===== src/rtl/uart_rxq_pkg.sv =====
package uart_rxq_pkg;
  localparam int unsigned STAT_RDY_BIT  = 0;
  localparam int unsigned STAT_TO_BIT   = 3;
  localparam int unsigned FST_FULL_BIT  = 8;
  localparam int unsigned FST_ERR_BIT   = 9;
  localparam int unsigned CNT_FIELD_W   = 8;

  typedef struct packed {
    logic       en;
    logic       on_empty;
    logic [3:0] frames;
  } to_cfg_t;
endpackage


===== src/rtl/rxq_store.sv =====
module rxq_store #(
  parameter int unsigned DEPTH = 16,
  localparam int unsigned AW = $clog2(DEPTH),
  localparam int unsigned CW = AW + 1
) (
  input  logic          clk_i,
  input  logic          rst_ni,
  input  logic          flush_i,
  input  logic          cap_one_i,
  input  logic          wr_i,
  input  logic [7:0]    wdata_i,
  input  logic          rd_i,
  output logic [7:0]    rdata_o,
  output logic [CW-1:0] count_o,
  output logic          full_o,
  output logic          drop_o
);
  logic [7:0]    mem [DEPTH];
  logic [AW-1:0] wp, rp;
  logic [CW-1:0] cnt, cap;
  logic          do_rd, do_wr;

  assign cap    = cap_one_i ? CW'(1) : CW'(DEPTH);
  assign full_o = (cnt >= cap);
  assign do_rd  = rd_i && (cnt != '0);
  // a concurrent read frees the slot, so a full queue still takes the byte
  assign do_wr  = wr_i && (!full_o || do_rd);
  assign drop_o = wr_i && !do_wr;

  always_ff @(posedge clk_i) begin
    if (do_wr) mem[wp] <= wdata_i;
  end

  always_ff @(posedge clk_i or negedge rst_ni) begin
    if (!rst_ni) begin
      wp  <= '0;
      rp  <= '0;
      cnt <= '0;
    end else if (flush_i) begin
      wp  <= '0;
      rp  <= '0;
      cnt <= '0;
    end else begin
      if (do_wr) wp <= wp + 1'b1;
      if (do_rd) rp <= rp + 1'b1;
      if (do_wr && !do_rd)      cnt <= cnt + 1'b1;
      else if (do_rd && !do_wr) cnt <= cnt - 1'b1;
    end
  end

  assign rdata_o = (cnt != '0) ? mem[rp] : 8'h00;
  assign count_o = cnt;

  p_no_overflow_r1: assert property (@(posedge clk_i) disable iff (!rst_ni)
    cnt <= CW'(DEPTH));
  p_empty_read_hold_r2: assert property (@(posedge clk_i) disable iff (!rst_ni)
    (rd_i && cnt == '0 && !wr_i) |=> cnt == '0);
  p_drop_keeps_count_r3: assert property (@(posedge clk_i) disable iff (!rst_ni)
    (drop_o && !flush_i) |=> $stable(cnt));
endmodule


===== src/rtl/rxq_level.sv =====
module rxq_level #(
  parameter int unsigned DEPTH = 16,
  localparam int unsigned CW = $clog2(DEPTH) + 1,
  localparam int unsigned STEP = DEPTH / 8
) (
  input  logic [CW-1:0] count_i,
  input  logic [2:0]    trig_i,
  input  logic          fifo_en_i,
  output logic          req_o
);
  logic [CW-1:0] thr;

  always_comb begin
    if (fifo_en_i) thr = CW'((int'(trig_i) + 1) * STEP);
    else           thr = CW'(1);
  end

  assign req_o = (count_i >= thr);

  always_comb begin
    if (req_o) p_req_has_data_r4: assert (count_i != '0);
  end
endmodule


===== src/rtl/rxq_idle_timer.sv =====
module rxq_idle_timer
  import uart_rxq_pkg::*;
(
  input  logic    clk_i,
  input  logic    rst_ni,
  input  to_cfg_t cfg_i,
  input  logic    flush_i,
  input  logic    empty_i,
  input  logic    rx_i,
  input  logic    rd_i,
  input  logic    tick_i,
  input  logic    clr_i,
  output logic    flag_o
);
  logic [6:0] frm, limit_m1;
  logic       armed, run, restart, fire;

  assign limit_m1 = {cfg_i.frames, 3'b111};
  assign run      = cfg_i.en && armed && (!empty_i || cfg_i.on_empty);
  assign restart  = rx_i || rd_i || !run;
  assign fire     = !flush_i && !restart && tick_i && (frm == limit_m1);

  always_ff @(posedge clk_i or negedge rst_ni) begin
    if (!rst_ni) begin
      frm   <= '0;
      armed <= 1'b0;
    end else if (flush_i) begin
      frm   <= '0;
      armed <= 1'b0;
    end else if (restart) begin
      frm <= '0;
      if (rx_i) armed <= 1'b1;
    end else if (tick_i) begin
      if (fire) begin
        frm   <= '0;
        armed <= 1'b0;
      end else begin
        frm <= frm + 1'b1;
      end
    end
  end

  always_ff @(posedge clk_i or negedge rst_ni) begin
    if (!rst_ni)     flag_o <= 1'b0;
    else if (fire)   flag_o <= 1'b1;
    else if (clr_i)  flag_o <= 1'b0;
  end

  p_fire_enabled_r11: assert property (@(posedge clk_i) disable iff (!rst_ni)
    $rose(flag_o) |-> $past(cfg_i.en));
  p_clear_r8: assert property (@(posedge clk_i) disable iff (!rst_ni)
    (clr_i && !tick_i) |=> !flag_o);
  p_arrival_quiet_r6: assert property (@(posedge clk_i) disable iff (!rst_ni)
    (rx_i && !clr_i) |=> flag_o == $past(flag_o));
endmodule


===== src/rtl/uart_rx_fifo_to.sv =====
module uart_rx_fifo_to
  import uart_rxq_pkg::*;
#(
  parameter int unsigned DEPTH = 16
) (
  input  logic       clk_i,
  input  logic       rst_ni,
  input  logic       rx_valid_i,
  input  logic [7:0] rx_data_i,
  input  logic       frame_tick_i,
  input  logic       fifo_en_i,
  input  logic       fifo_flush_i,
  input  logic [2:0] trig_lvl_i,
  input  logic       to_en_i,
  input  logic [3:0] to_frames_i,
  input  logic       to_on_empty_i,
  input  logic       rhr_rd_i,
  input  logic       err_rd_i,
  input  logic       to_clr_i,
  output logic [7:0] rhr_data_o,
  output logic [3:0] rx_stat_o,
  output logic [9:0] fifo_stat_o,
  output logic       rx_req_o
);
  localparam int unsigned CW = $clog2(DEPTH) + 1;

  logic [CW-1:0] cnt;
  logic          full, drop, ovr_err, to_flag;
  to_cfg_t       to_cfg;

  assign to_cfg = '{en: to_en_i, on_empty: to_on_empty_i, frames: to_frames_i};

  rxq_store #(.DEPTH(DEPTH)) u_store (
    .clk_i     (clk_i),
    .rst_ni    (rst_ni),
    .flush_i   (fifo_flush_i),
    .cap_one_i (!fifo_en_i),
    .wr_i      (rx_valid_i),
    .wdata_i   (rx_data_i),
    .rd_i      (rhr_rd_i),
    .rdata_o   (rhr_data_o),
    .count_o   (cnt),
    .full_o    (full),
    .drop_o    (drop)
  );

  rxq_level #(.DEPTH(DEPTH)) u_level (
    .count_i   (cnt),
    .trig_i    (trig_lvl_i),
    .fifo_en_i (fifo_en_i),
    .req_o     (rx_req_o)
  );

  rxq_idle_timer u_timer (
    .clk_i   (clk_i),
    .rst_ni  (rst_ni),
    .cfg_i   (to_cfg),
    .flush_i (fifo_flush_i),
    .empty_i (cnt == '0),
    .rx_i    (rx_valid_i),
    .rd_i    (rhr_rd_i),
    .tick_i  (frame_tick_i),
    .clr_i   (to_clr_i),
    .flag_o  (to_flag)
  );

  // overrun is sticky; a new drop wins over a concurrent status read
  always_ff @(posedge clk_i or negedge rst_ni) begin
    if (!rst_ni)       ovr_err <= 1'b0;
    else if (drop)     ovr_err <= 1'b1;
    else if (err_rd_i) ovr_err <= 1'b0;
  end

  always_comb begin
    rx_stat_o                = '0;
    rx_stat_o[STAT_RDY_BIT]  = (cnt != '0);
    rx_stat_o[STAT_TO_BIT]   = to_flag;
    fifo_stat_o              = '0;
    fifo_stat_o[CNT_FIELD_W-1:0] = CNT_FIELD_W'(cnt);
    fifo_stat_o[FST_FULL_BIT] = full;
    fifo_stat_o[FST_ERR_BIT]  = ovr_err;
  end

  p_drop_flags_err_r3: assert property (@(posedge clk_i) disable iff (!rst_ni)
    drop |=> fifo_stat_o[FST_ERR_BIT]);
  p_flush_empties_r9: assert property (@(posedge clk_i) disable iff (!rst_ni)
    fifo_flush_i |=> (fifo_stat_o[7:0] == 8'd0 && !rx_req_o));
endmodule


===== config.mk =====
export PLATFORM = sky130hd
export DESIGN_NAME = uart_rx_fifo_to
export DESIGN_NICKNAME = d
export VERILOG_FILES = /design/src/rtl/uart_rxq_pkg.sv /design/src/rtl/rxq_store.sv /design/src/rtl/rxq_level.sv /design/src/rtl/rxq_idle_timer.sv /design/src/rtl/uart_rx_fifo_to.sv
export SDC_FILE = /design/constraint.sdc
export NUM_CORES = 1
export LEC_CHECK = 0
export ABC_AREA = 1
export BUFFER_PORTS_ARGS = -buffer_cell sky130_fd_sc_hd__buf_2
export CAP_MARGIN = 25
export CORE_UTILIZATION = 45
export DETAILED_ROUTE_END_ITERATION = 8
export MAX_ROUTING_LAYER = met4
export PLACE_DENSITY = 0.67
export SYNTH_ARGS = -nofsm -noshare
export SYNTH_HDL_FRONTEND = slang
export SYNTH_SLANG_ARGS = --single-unit

===== constraint.sdc =====
create_clock -name clk_i -period 2.3 [get_ports clk_i]
set_clock_uncertainty 0.15 [all_clocks]
set_input_delay 0.46 -clock clk_i [delete_from_list [all_inputs] [get_ports clk_i]]
set_output_delay 0.46 -clock clk_i [all_outputs]
set_load 0.01 [all_outputs]

==> flow_summary_export.csv, run 1 <==
group,metric,value,unit
worst_setup_path,crit_arrival,2.00,ns
clock_tree,cts_tree,"built",
synth,synth.yosys.seq_area_share,64.01,%
outcome,status,"finished, violations left",
worst_setup_path,critPathLaunch,"u_store.rp[0]$_DFFE_PN0P_",
synth,synth_flop_cell,"edfxtp_1",
worst_setup_path,cp_max_fo,6,
placed_design,gp_congestion,0.8641,
grt,grt_usage,22.86,%
die,io_pins,49,
synth,syn_inst,655,
die,die_h,125.9,µm
die,num_rows,44,
synth,synth_top_area_share,55.67,%
synth,yosysTopAreaCell,"edfxtp_1",
synth,synth_common_cells,"nand2_1 (185), edfxtp_1 (128), nand3_1 (77)",
sta,tns,-2.489,ns
synth,yosysMostFrequentCell,"nand2_1",
clock_tree,cts_buffers,17,
die,dieArea,0.01584,mm²
grt,grt_pass1_wl,26370,µm
clock_tree,clockRootBuffer,"clkbuf_16",
routing,drtIter0Drc,384,
worst_setup_path,crit_type,"reg2out",
die,die_w,125.9,µm
die,start_util,46.79,%
worst_setup_path,timing.rr.start,"u_store.count_o[0]$_DFFE_PN0P_",
clock_tree,cts_buffer_depth,2,
pwr,p_switching,3.228,mW
sta,tightest_slew,0.5562,ns
sta,fin_ws,-0.3097,ns
sta,slew_violations,0,
pwr,p_comb_share,36.6,%
sta,finalCriticalPeriod,2.610,ns
placed_design,port_buffers,43,
worst_setup_path,cp-start-kind,"flop",
sta,period_share,113.5,%
run,maxCapViolCount,0,
final_layout,final_layout_size_suffix_gt1_share,28.89,%
hold_path,worstHoldStart,"to_clr_i",
placed_design,dp_hpwl,11070,µm
outcome,violations,"setup timing",
synth,synthArstFlopShare,15.23,%
clock_tree,htreeDepth,4,
pwr,peakVddDrop,772.6,µV
grt,antenna_found_initial,0,
grt,grt_overflow,0,
grt,grt_pass1_vias,4999,
routing,vias,5101,
pwr,p_leak,3.553,nW
die,core,0.01475,mm²
sta,finalSetupViolCount,10,
routing,wire_per_inst,17.91,µm
synth,synth_area,0.006904,mm²
synth,synth.area.top_cells,"edfxtp_1 (56%), nand2_1 (10%), dfrtp_1 (8.3%), nand3_1 (5.6%), ha_1 (3.1%)",
sta,rsz0062_at_grt,"yes",
sta,maxSlewHeadroom,62.92,%
synth,ys_warn_count,0,
clock_tree,path_clk_slew,0.06,ns
final_layout,area_growth,27.98,%
worst_setup_path,critPathCaptureType,"output pin",
synth,synth-seq-cells,151,
grt,grt_start_max_net_pins,29,
synth,ys_types,40,
pwr,internal_power,6.496,mW
sta,hold_viol,0,
pwr,pwr-share-clk,30.2,%
routing,dr.pass1.iters,5,
pwr,power_density,1100,mW/mm²
sta,hold_ws,0.07180,ns
final_layout,final_nets,796,
pwr,pwr-share-seq,33.2,%
pwr,switching_share,33.19,%
routing,drc,0,
sta,fmax,383.2,MHz
routing,viasPerCell,5.375,
synth,avgSynthCellArea,10.54,µm²
worst_setup_path,worstPathRequired,1.69,ns
final_layout,diodes,0,
routing,wl,17000,µm
hold_path,hold_path.class,"in2reg",
clock_tree,clkLatencyLatePin,0.42,ns
clock_tree,cts.sinks,151,
routing,ant_nets,0,
synth,synth_edf_count,128,
[routing by layer]
| layer | share of wire [%] | global-route usage (%) | up-vias | wire, µm |
|---|---|---|---|---|
| li1 | - | - | 2435 | - |
| met1 | 40 | 26.62 | 2478 | 6849 |
| met2 | 52 | 39.48 | 159 | 8897 |
| met3 | 5.3 | 3.908 | 29 | 902 |
| met4 | 2.1 | 9.072 | 0 | 351 |
| met5 | 0 | - | - | 0 |
[registers in the layout, summed over array words and instances (netlist names)]
register,count
u_store.count_o,5
u_timer.armed,1
u_timer.frm,7
u_store.wp,4
u_timer.flag_o,1
u_store.rp,4
u_store.mem,128
ovr_err,1
[worst max-delay path, stage by stage (launching register included)]
cell and delay, ns:
dfrtp_2 0.48, clkinv_4 0.15, clkbuf_16 0.17, nand2_1 0.05, nand3_1 0.07, nand2_1 0.10
a21oi_1 0.16, o31ai_1 0.10, a21oi_1 0.14, buf_2 0.14
[logic make-up (layout without fill, tap and decap cells)]
logic type	after synthesis	count (layout)	synth area share [%]
AND/OR/NAND/NOR	337	337	21.20
flip-flops	151	151	64.01
buffers and inverters	71	177	4.730
AO/OA/AOI/OAI	70	70	5.745
adder cells (fa/ha/maj)	18	18	3.371
XOR/XNOR	7	7	0.8880
other	1	5	0.05432
[per-stage QoR]
step                utilization, %  instances  instance area, µm²  worst slack (ns)  total power [mW]
floorplan                        -        659                7004          -0.05342             5.072
global placement             53.04        907                7826           -0.1468             6.196
detailed placement           53.04        907                7826           -0.2456             6.292
CTS                          58.45        947                8625           -0.3330             9.457
global route                 59.89        949                8836           -0.3813             10.16
finish                       59.89        949                8836           -0.3097             9.724
[path summary, 6_finish.rpt]
kind	to	slack, ns	cells after the start
min in group asynchronous	u_timer.frm[6]$_DFFE_PN0P_	0.41	2
max reg2reg	u_store.count_o[4]$_DFFE_PN0P_	-0.13	16
max	rhr_data_o[3]	-0.31	9
min	u_timer.flag_o$_DFFE_PN0P_	0.07	2
max in group asynchronous	u_store.count_o[0]$_DFFE_PN0P_	1.19	2
min reg2reg	u_timer.flag_o$_DFFE_PN0P_	0.37	2
[layout by cell type (no fill, tap or decap), drive strengths merged, types with 2 or more instances in the layout]
| cell | count |
|---|---|
| bufinv | 4 |
| nor3 | 3 |
| xnor2 | 2 |
| inv | 35 |
| buf | 105 |
| ha | 17 |
| nand4 | 5 |
| edfxtp | 128 |
| o21ai | 22 |
| dfrtp | 23 |
| clkinv | 6 |
| xor2 | 5 |
| o31ai | 8 |
| conb | 5 |
| nand3 | 78 |
| a21oi | 35 |
| clkbuf | 25 |
| nor2 | 54 |
| nand2 | 193 |
[timing repair]
item	4_1_cts	5_1_grt
gates cloned	2	2
setup buffers	6	2
gates resized for setup	16	47
hold buffers	1	0
endpoints found under the hold margin	23	0
setup endpoints to repair	12	26
pin swaps	6	24
[power by group through the flow]
stage                     sequential (mW)  clock [mW]  combinational, mW
after global placement               3.27           0               2.93
final                                3.23        2.93               3.56
after detailed placement             3.27           0               3.02
after global routing                 3.24        3.08               3.84
after floorplan                      3.29           0               1.78
after CTS                            3.23        2.97               3.26
[area by class of cell]
type | count | area [µm²]
Fill cell | 1214 | 5918
Sequential cell | 151 | 4422
Multi-Input combinational cell | 437 | 2455
Timing Repair Buffer | 108 | 957.2
Clock buffer | 23 | 478.0
Tap cell | 184 | 230.2
Clock inverter | 9 | 147.6
Inverter | 37 | 146.4
Power figures use the tool's default switching activity.
==> inputs of run 2 (changes only) <==
GPL_ROUTABILITY_DRIVEN = 0   (was default)
clock period = 2.2 ns   (was 2.3 ns; I/O delays follow)
==> run 2 against run 1 <==
Net effect: critical path depth unchanged; count of clock-buffer cells in the layout down 4; non-clock buffer count down 5; the flow still finishes with violations (setup timing); flip-flop and latch count unchanged.
==> flow_summary_export.csv, run 2 (synthesis gave the netlist of run 1 again) <==
group,metric,value,unit
final_layout,final_common_cell,"nand2_1",
grt,grt_pass1_vias,5190,
sta,maxSlewHeadroom,61.37,%
worst_setup_path,cp_max_fo,8,
hold_path,hold_path.class,"in2reg",
final_layout,largest-register,"u_store.mem",
routing,wl,17420,µm
grt,grt_pass1_wl,26350,µm
worst_setup_path,crit_arrival,1.95,ns
sta,tns,-3.128,ns
sta,fin_ws,-0.3434,ns
placed_design,port_buffers,43,
sta,finalCriticalPeriod,2.543,ns
hold_path,holdPathStages,2,
die,dieArea,0.01584,mm²
routing,drc,0,
final_layout,final_cells,944,
final_layout,final_nets,791,
worst_setup_path,cp-start-kind,"flop",
sta,slew_violations,0,
routing,viasPerCell,5.484,
sta,fmax,393.2,MHz
die,num_rows,44,
routing,vias,5177,
clock_tree,cts_tree,"built",
routing,drtIter0Drc,358,
worst_setup_path,r2r_cells,15,
grt,antenna_found_initial,0,
pwr,peakVddDrop,956.8,µV
sta,rsz0062_at_grt,"yes",
final_layout,layout_common_cells,"nand2_1 (173), edfxtp_1 (128), nand3_1 (62)",
sta,hold_viol,0,
worst_setup_path,critPathCaptureType,"output pin",
sta,hold_ws,0.04253,ns
die,start_util,46.79,%
final_layout,final_layout_size_suffix_gt1_share,29.74,%
grt,grt_overflow,0,
final_layout,area_growth,30.66,%
placed_design,dp_hpwl,10760,µm
pwr,p_leak,3.517,nW
worst_setup_path,crit_type,"reg2out",
outcome,status,"finished, violations left",
sta,period_share,115.6,%
placed_design,dp.cells,900,
routing,wire_per_inst,18.45,µm
sta,finalSetupViolCount,13,
die,core,0.01475,mm²
clock_tree,cts_buffers,17,
clock_tree,cts.sinks,151,
clock_tree,cts_buffer_depth,2,
worst_setup_path,timing.rr.start,"u_store.count_o[0]$_DFFE_PN0P_",
pwr,power.total,10.17,mW
die,io_pins,49,
clock_tree,clkLatencyLatePin,0.43,ns
run,maxCapViolCount,0,
worst_setup_path,worstPathRequired,1.61,ns
hold_path,worstHoldStart,"to_clr_i",
outcome,violations,"setup timing",
pwr,power_density,1128,mW/mm²
routing,ant_nets,0,
routing,dr.pass1.iters,5,
sta,tightest_slew,0.5794,ns
clock_tree,clockRootBuffer,"clkbuf_16",
clock_tree,htreeDepth,4,
die,die_h,125.9,µm
final_layout,largest_register_ffs,128,
grt,grt_start_max_net_pins,32,
grt,grt_usage,22.82,%
worst_setup_path,critPathLaunch,"u_store.rp[0]$_DFFE_PN0P_",
final_layout,diodes,0,
clock_tree,path_clk_slew,0.06,ns
die,die_w,125.9,µm
[run 2: cell types whose count changed in the layout (fill, tap and decap cells not counted), sizes merged]
cell / previous run / this run
clkbuf: 25 / 23
buf: 105 / 98
bufinv: 4 / 1
inv: 35 / 38
clkinv: 6 / 7
clkinvlp: 1 / 4
[run 2: final cells by class]
cell class	count	area (µm²)
clock buffer	19	432.9
clock inverter	13	125.1
fill	1152	5733
inverter	37	151.4
multi-input combinational	437	2611
sequential	151	4422
tap	184	230.2
timing repair buffer	103	1049
[run 2: layer usage]
| layer | vias up | global-route usage (%) | routed length [µm] |
|---|---|---|---|
| li1 | 2417 | - | - |
| met1 | 2539 | 25.99 | 7071 |
| met2 | 176 | 39.22 | 9139 |
| met3 | 45 | 4.673 | 774 |
| met4 | 0 | 9.639 | 429 |
| met5 | - | - | 0 |
[run 2: worst paths after layout]
check                                                 end  slack, ns
min in group asynchronous      u_timer.flag_o$_DFFE_PN0P_       0.39
min reg2reg                    u_timer.flag_o$_DFFE_PN0P_       0.38
max                                         rhr_data_o[7]      -0.34
max reg2reg                u_store.count_o[4]$_DFFE_PN0P_      -0.19
min                            u_timer.flag_o$_DFFE_PN0P_       0.04
max in group asynchronous  u_store.count_o[0]$_DFFE_PN0P_       1.09
[run 2: timing repair]
action,in CTS,in global routing
gates resized for setup,25,66
hold buffers,1,0
endpoints found under the hold margin,23,0
pin swaps,13,21
buffers inserted,5,2
gates cloned,1,4
setup endpoints to repair,101,141
[run 2: metrics by stage]
step / worst slack, ns / instance area [µm²] / utilization [%]
2_1_floorplan: -0.1148 / 7037 / -
3_3_place_gp: -0.2394 / 7869 / 53.33
3_5_place_dp: -0.3200 / 7869 / 53.33
4_1_cts: -0.3569 / 8631 / 58.50
5_1_grt: -0.4214 / 9021 / 61.14
6_report: -0.3434 / 9021 / 61.14
[run 2: worst max-delay path, stage by stage (launching register included)]
cell       delay (ns)
dfrtp_2          0.47
inv_8            0.13
clkbuf_16        0.16
nand2_1          0.07
nand3_2          0.07
nand2_2          0.08
a21oi_2          0.15
o31ai_2          0.09
a21oi_1          0.14
buf_2            0.15
[run 2: power breakdown]
part           internal, mW  switching [mW]  leakage [nW]
Clock                  1.57            1.19         0.261
Combinational          1.71            2.33          1.79
Sequential             3.27           0.111          1.46
Total                  6.54            3.63          3.52
